===== src/rtl/ovf_irq_pkg.sv =====
package ovf_irq_pkg;
  localparam int REG_W   = 32;
  localparam int ADDR_W  = 2;
  localparam int CYC_BIT = 31;

  typedef enum logic [ADDR_W-1:0] {
    VIEW_EN_SET = 2'd0,
    VIEW_EN_CLR = 2'd1,
    VIEW_OVF    = 2'd2,
    VIEW_NONE   = 2'd3
  } viewSel_e;

  typedef enum logic [1:0] {
    RD_ZERO = 2'd0,
    RD_EN   = 2'd1,
    RD_OVF  = 2'd2
  } rdSrc_e;

  typedef struct packed {
    logic   enSet;
    logic   enClr;
    logic   ovfClr;
    logic   rdLoad;
    rdSrc_e rdSrc;
    logic   undef;
  } ctrlStrobes_t;

  function automatic logic [REG_W-1:0] implMask(int numEvt);
    logic [REG_W-1:0] m;
    m = '0;
    for (int i = 0; i < REG_W; i++) begin
      if (i == CYC_BIT || i < numEvt) m[i] = 1'b1;
    end
    return m;
  endfunction
endpackage


===== src/rtl/ovf_irq_ctrl.sv =====
module ovf_irq_ctrl
  import ovf_irq_pkg::*;
(
  input  logic              clk,
  input  logic              rstN,
  input  logic              regValid,
  input  logic              regWrite,
  input  logic              regPriv,
  input  logic [ADDR_W-1:0] regAddr,
  output ctrlStrobes_t      strobes,
  output logic              regUndef
);
  viewSel_e view;
  logic     undefQ;

  assign view = viewSel_e'(regAddr);

  always_comb begin
    strobes       = '0;
    strobes.rdSrc = RD_ZERO;
    if (regValid) begin
      if (!regPriv) begin
        strobes.undef = 1'b1;
      end else if (regWrite) begin
        unique case (view)
          VIEW_EN_SET: strobes.enSet  = 1'b1;
          VIEW_EN_CLR: strobes.enClr  = 1'b1;
          VIEW_OVF:    strobes.ovfClr = 1'b1;
          default:     ;
        endcase
      end else begin
        strobes.rdLoad = 1'b1;
        unique case (view)
          VIEW_EN_SET, VIEW_EN_CLR: strobes.rdSrc = RD_EN;
          VIEW_OVF:                 strobes.rdSrc = RD_OVF;
          default:                  strobes.rdSrc = RD_ZERO;
        endcase
      end
    end
  end

  always_ff @(posedge clk) begin
    if (!rstN) undefQ <= 1'b0;
    else       undefQ <= strobes.undef;
  end

  assign regUndef = undefQ;
endmodule


===== src/rtl/ovf_irq_datapath.sv =====
module ovf_irq_datapath
  import ovf_irq_pkg::*;
#(
  parameter int NUM_EVT = 4
) (
  input  logic               clk,
  input  logic               rstN,
  input  ctrlStrobes_t       strobes,
  input  logic [REG_W-1:0]   regWdata,
  input  logic               cycOvf,
  input  logic [NUM_EVT-1:0] evtOvf,
  input  logic               globalEn,
  output logic [REG_W-1:0]   enBits,
  output logic [REG_W-1:0]   ovfFlags,
  output logic [REG_W-1:0]   regRdata,
  output logic               irq
);
  logic [REG_W-1:0] rdataQ;
  logic             irqQ;

  for (genvar b = 0; b < REG_W; b++) begin : g_bit
    if (b == CYC_BIT || b < NUM_EVT) begin : g_impl
      logic pulse;
      logic enQ;
      logic ovfQ;

      if (b == CYC_BIT) begin : g_cyc
        assign pulse = cycOvf;
      end else begin : g_evt
        assign pulse = evtOvf[b];
      end

      // Enable bit: deliberately without reset
      always_ff @(posedge clk) begin
        if (strobes.enSet && regWdata[b])      enQ <= 1'b1;
        else if (strobes.enClr && regWdata[b]) enQ <= 1'b0;
      end

      // Overflow flag: a pulse beats a same-cycle clear
      always_ff @(posedge clk) begin
        if (!rstN)                              ovfQ <= 1'b0;
        else if (pulse)                         ovfQ <= 1'b1;
        else if (strobes.ovfClr && regWdata[b]) ovfQ <= 1'b0;
      end

      assign enBits[b]   = enQ;
      assign ovfFlags[b] = ovfQ;
    end else begin : g_absent
      assign enBits[b]   = 1'b0;
      assign ovfFlags[b] = 1'b0;
    end
  end

  always_ff @(posedge clk) begin
    if (!rstN) irqQ <= 1'b0;
    else       irqQ <= globalEn && |(enBits & ovfFlags);
  end

  always_ff @(posedge clk) begin
    if (!rstN) begin
      rdataQ <= '0;
    end else if (strobes.rdLoad) begin
      unique case (strobes.rdSrc)
        RD_EN:   rdataQ <= enBits;
        RD_OVF:  rdataQ <= ovfFlags;
        default: rdataQ <= '0;
      endcase
    end
  end

  assign regRdata = rdataQ;
  assign irq      = irqQ;
endmodule


===== src/rtl/ovf_irq_enable.sv =====
module ovf_irq_enable
  import ovf_irq_pkg::*;
#(
  parameter int NUM_EVT = 4
) (
  input  logic               clk,
  input  logic               rstN,
  input  logic               regValid,
  input  logic               regWrite,
  input  logic               regPriv,
  input  logic [1:0]         regAddr,
  input  logic [31:0]        regWdata,
  output logic [31:0]        regRdata,
  output logic               regUndef,
  input  logic               cycOvf,
  input  logic [NUM_EVT-1:0] evtOvf,
  input  logic               globalEn,
  output logic               irq
);
  ctrlStrobes_t     strobes;
  logic [REG_W-1:0] enBits;
  logic [REG_W-1:0] ovfFlags;

  ovf_irq_ctrl u_ctrl (
    .clk      (clk),
    .rstN     (rstN),
    .regValid (regValid),
    .regWrite (regWrite),
    .regPriv  (regPriv),
    .regAddr  (regAddr),
    .strobes  (strobes),
    .regUndef (regUndef)
  );

  ovf_irq_datapath #(.NUM_EVT(NUM_EVT)) u_dp (
    .clk      (clk),
    .rstN     (rstN),
    .strobes  (strobes),
    .regWdata (regWdata),
    .cycOvf   (cycOvf),
    .evtOvf   (evtOvf),
    .globalEn (globalEn),
    .enBits   (enBits),
    .ovfFlags (ovfFlags),
    .regRdata (regRdata),
    .irq      (irq)
  );
endmodule


===== config.mk =====
export PLATFORM = sky130hd
export DESIGN_NAME = ovf_irq_enable
export DESIGN_NICKNAME = d
export VERILOG_FILES = /design/src/rtl/ovf_irq_pkg.sv /design/src/rtl/ovf_irq_ctrl.sv /design/src/rtl/ovf_irq_datapath.sv /design/src/rtl/ovf_irq_enable.sv
export SDC_FILE = /design/constraint.sdc
export NUM_CORES = 1
export LEC_CHECK = 0
export ABC_AREA = 1
export CORE_MARGIN = 1.5
export CORE_UTILIZATION = 33
export CTS_CLUSTER_DIAMETER = 150
export DETAILED_ROUTE_END_ITERATION = 7
export GPL_TIMING_DRIVEN = 0
export PLACE_DENSITY = 0.8
export SYNTH_ARGS = -nofsm -noshare
export SYNTH_HDL_FRONTEND = slang
export SYNTH_SLANG_ARGS = --single-unit
export TNS_END_PERCENT = 20

===== constraint.sdc =====
create_clock -name clk -period 1.8 [get_ports clk]
set_input_delay 0.54 -clock clk [delete_from_list [all_inputs] [get_ports clk]]
set_output_delay 0.54 -clock clk [all_outputs]
set_load 0.02 [all_outputs]

==> results.md <==
STA:
- The part of the cycle the worst path needs is 96.8%.
- Clock skew on the completed layout was measured at between 0.0008 and 0.0009 ns.
- The max-slew violation count is 0.
- The final setup violation count is 0.
- The highest achievable clock rate is ~570 MHz.
- Setup repair after global routing left no endpoint under its margin.
- The clock period minus worst slack is about 1.7 ns.
- The worst path setup slack after routing is between 0.05 and 0.06 ns.
- The final hold violation count is 0.

Layout:
- In the layout the commonest cells are 36 x sky130_fd_sc_hd__nand2_1, 29 x sky130_fd_sc_hd__buf_4, 27 x sky130_fd_sc_hd__conb_1.
- The number of antenna cells inserted is 0.
- The library cell used most frequently in the layout, excluding fill and tap cells, is sky130_fd_sc_hd__nand2_1.
- The post-route netlist has 24.0% of its cells at a drive strength greater than 1.
- Cells fill between 50% and 60% of the core in the end.
- In the final layout, flip-flops and latches occupy ~340 sq um.
- The number of nets in the final layout is about 250.
- The layout overhead on the synthesized area is 48.3%.
- The multi-input logic area is 518 sq um.
- The number of filler instances in the final layout is about 290.

Floorplan:
- The die span in y is 58.2 um.
- The effective utilization at floorplan is between 30% and 40%.
- The width of the die is between 50 and 60 um.
- The area enclosed by the die boundary is 3390 sq um.
- The area of the core is about 2800 sq um.
- The number of placement rows is 19.
- The number of placed I/O pins is 79.

Power and ir drop:
- Registers are responsible for 49.5% of the overall power.
- The net load switching power is approximately 0.27 mW.
- IR analysis of the VDD net gives a maximum drop of roughly 0.38 mV.
- The design draws 0.878 mW.
- The static leakage is about 0.87 nW.
- The share of total power dissipated in the clock network is 23.6%.
- The internal power component is approximately 0.61 mW.
- The total power per unit cell area is between 500 and 600 nW/um^2.
- The share of total power dissipated in combinational logic is a little over a quarter.
- In this run switching power makes up 30.7% of total power.

Clocking:
- The number of hold buffers added after CTS is 0.
- CTS built an H-tree with a depth of 1.
- After clock tree synthesis, the clock-pin slew on the worst setup and hold paths is approximately 0.1 ns.
- The total clock buffers created by CTS is 3.
- The master cell of the clock root buffer is sky130_fd_sc_hd__clkbuf_4.
- The clock reaches the later pin of the worst-skew pair after 0.29 ns.
- The maximum count of clock buffers along a single path is 2.
- The clock net in this run drives a total of 17 sinks.
- The clock tree from TritonCTS is built.

Critical path:
- In this run the number of cells on the critical path is 1.
- The largest fanout on the critical path is 1.
- The nature of the critical path endpoint is an output port.
- The worst setup path is launched from a register.
- The kind of critical path is reg -> out.
- The family of cells with the greatest summed delay on the critical path is buffers and inverters.
- The slowest cell on the critical path is sky130_fd_sc_hd__clkdlybuf4s50_1.
- The largest incremental delay on the critical path is between 0.5 and 0.6 ns.
- The endpoint required time on the critical path is about 1.3 ns.
- Walking the worst path, the cells encountered are clkdlybuf4s50_1.
- The number of buffer and inverter instances along the worst setup path is 1.
- For the worst setup path, the data arrival time is roughly 1.2 ns.
- Measured in cells, the most critical reg-to-reg path has a length of 3.

Synthesis:
- Of all cell types, the one taking the most synthesized area is sky130_fd_sc_hd__dfxtp_1.
- The fraction of the yosys area taken by sequential cells is ~34%.
- For this run, the number of Yosys warnings is 0.
- By area the synthesized netlist is led by sky130_fd_sc_hd__dfxtp_1 34%, sky130_fd_sc_hd__buf_4 20%, sky130_fd_sc_hd__nand2_1 13%, sky130_fd_sc_hd__nand3_1 7.0%, sky130_fd_sc_hd__inv_1 6.0%.
- Synthesis handed over a netlist of between 100 and 150 instances.
- Dividing the synthesized area by the synthesized cell count gives between 7 and 8 sq um.
- The fraction of synthesized cell area taken by the top area cell type is about a third.
- The synthesized design contains 17 register bits.
- Summing every instance area after synthesis gives approximately 1000 sq um.
- The number of unique standard cell types used by synthesis is 18.

Route:
- Summed over all layers, the routed wires come to approximately 2.1 mm.
- The routed length per instance is around 9.1 um.
- The number of search-and-repair iterations in the first detailed-routing pass is 7.
- For this run, design rule violations remaining after detail routing come to 3.
- The detail route stage leaves a number of antenna-violating nets equal to 0.
- Dividing the detail-routed via count by the number of cells gives 4.06.
- After the first detailed-routing iteration, the DRC count stood at 32.
- The routed layout has around 940 vias.

Hold path:
- The worst hold path passes through 2 cells.
- In this run the worst hold path is classified as in -> reg.

Job:
- Max-cap violations in this run came to 0.

Run status:
- The final reports fail on design-rule violations.
- The run finished, with violations left.

Place:
- The routability congestion estimate is 0.757.
- The minimum setup slack after placement is -0.549 ns.
- Buffers placed on the I/O ports in this run total 24.
- The wire-length estimate of the detail-placed layout is between 1.5 and 2 mm.

Global routing:
- The via count of the first global-routing pass came to 776.
- The initial antenna violation count is 0.
- Global routing finished with a remaining overflow of 0.
- Entering global routing, the biggest net connects 11 pins.
- Global routing consumed, over all layers together, between 10% and 20% of the routing resources.
- The first global-routing pass estimated 3.24 mm of wire.
## logic make-up (layout without fill, tap and decap cells)
family,count (synthesis),after routing,share of synthesized area (%)
AO/OA/AOI/OAI,18,18,9.33
buffers and inverters,46,77,27.7
flip-flops,17,17,33.8
adder cells (fa/ha/maj),2,2,2.49
other,1,27,0.373
AND/OR/NAND/NOR,59,59,26.2
## metal layers
layer	routed length [um]	track usage, %
met1	907	14.9
met2	1000	21.1
met3	170	4.91
met4	12	2.99
met5	0	0
## worst paths after layout
| check | start | endpoint | slack, ns |
|---|---|---|---|
| hold reg to reg | u_dp.regRdata[3] | u_dp.regRdata[3] | 0.47 |
| setup / recovery | u_ctrl.regUndef | regUndef | 0.06 |
| setup reg to reg | u_dp.g_bit[3].g_impl.enQ | u_dp.irq | 1.00 |
| hold / removal | regPriv | u_ctrl.regUndef | 0.45 |
## power by group through the flow
stage / Sequential [mW] / Clock (mW) / Combinational [mW]
after floorplan: 0.441 / 0 / 0.157
after global placement: 0.444 / 0 / 0.219
after detailed placement: 0.444 / 0 / 0.223
after CTS: 0.435 / 0.212 / 0.231
after global routing: 0.439 / 0.234 / 0.258
final: 0.435 / 0.208 / 0.236
## per-stage QoR
stage	std cells	hold WS, ns	setup TNS (ns)	cell area (sq um)
finish	231	0.451	0	1490
global placement	224	0.455	-2.55	1380
CTS	230	0.474	0	1450
floorplan	169	0.448	0	1100
global route	231	0.447	0	1490
detailed placement	224	0.461	-2.91	1380
## state kept, by name (all words and copies together), names as in the netlist
name                    flops
u_ctrl.regUndef             1
u_dp.g_bit.g_impl.enQ       5
u_dp.g_bit.g_impl.ovfQ      5
u_dp.irq                    1
u_dp.regRdata               5
## cell usage after synthesis (all sizes together)
| library cell | instances |
|---|---|
| conb | 1 |
| ha | 2 |
| nor2 | 7 |
| buf | 27 |
| clkinv | 2 |
| dfxtp | 17 |
| nand3 | 14 |
| a22o | 1 |
| a21oi | 10 |
| inv | 17 |
| nand2 | 38 |
| o21ai | 7 |
## what timing repair did
item | in CTS | in global routing
pin swaps | 2 | 2
endpoints found under the hold margin | 0 | 0
setup buffers | 2 | 1
endpoints found under the setup margin | 5 | 10
gates resized for setup | 9 | 13
## area by class of cell
type	instances	area share (%)
buffer	27	13.6
clock buffer	4	1.76
inverter	19	5.12
multi-input combinational	106	34.7
sequential	17	22.8
tap	31	2.60
timing repair buffer	27	19.4
No activity file was read; power rests on OpenSTA's default activity.
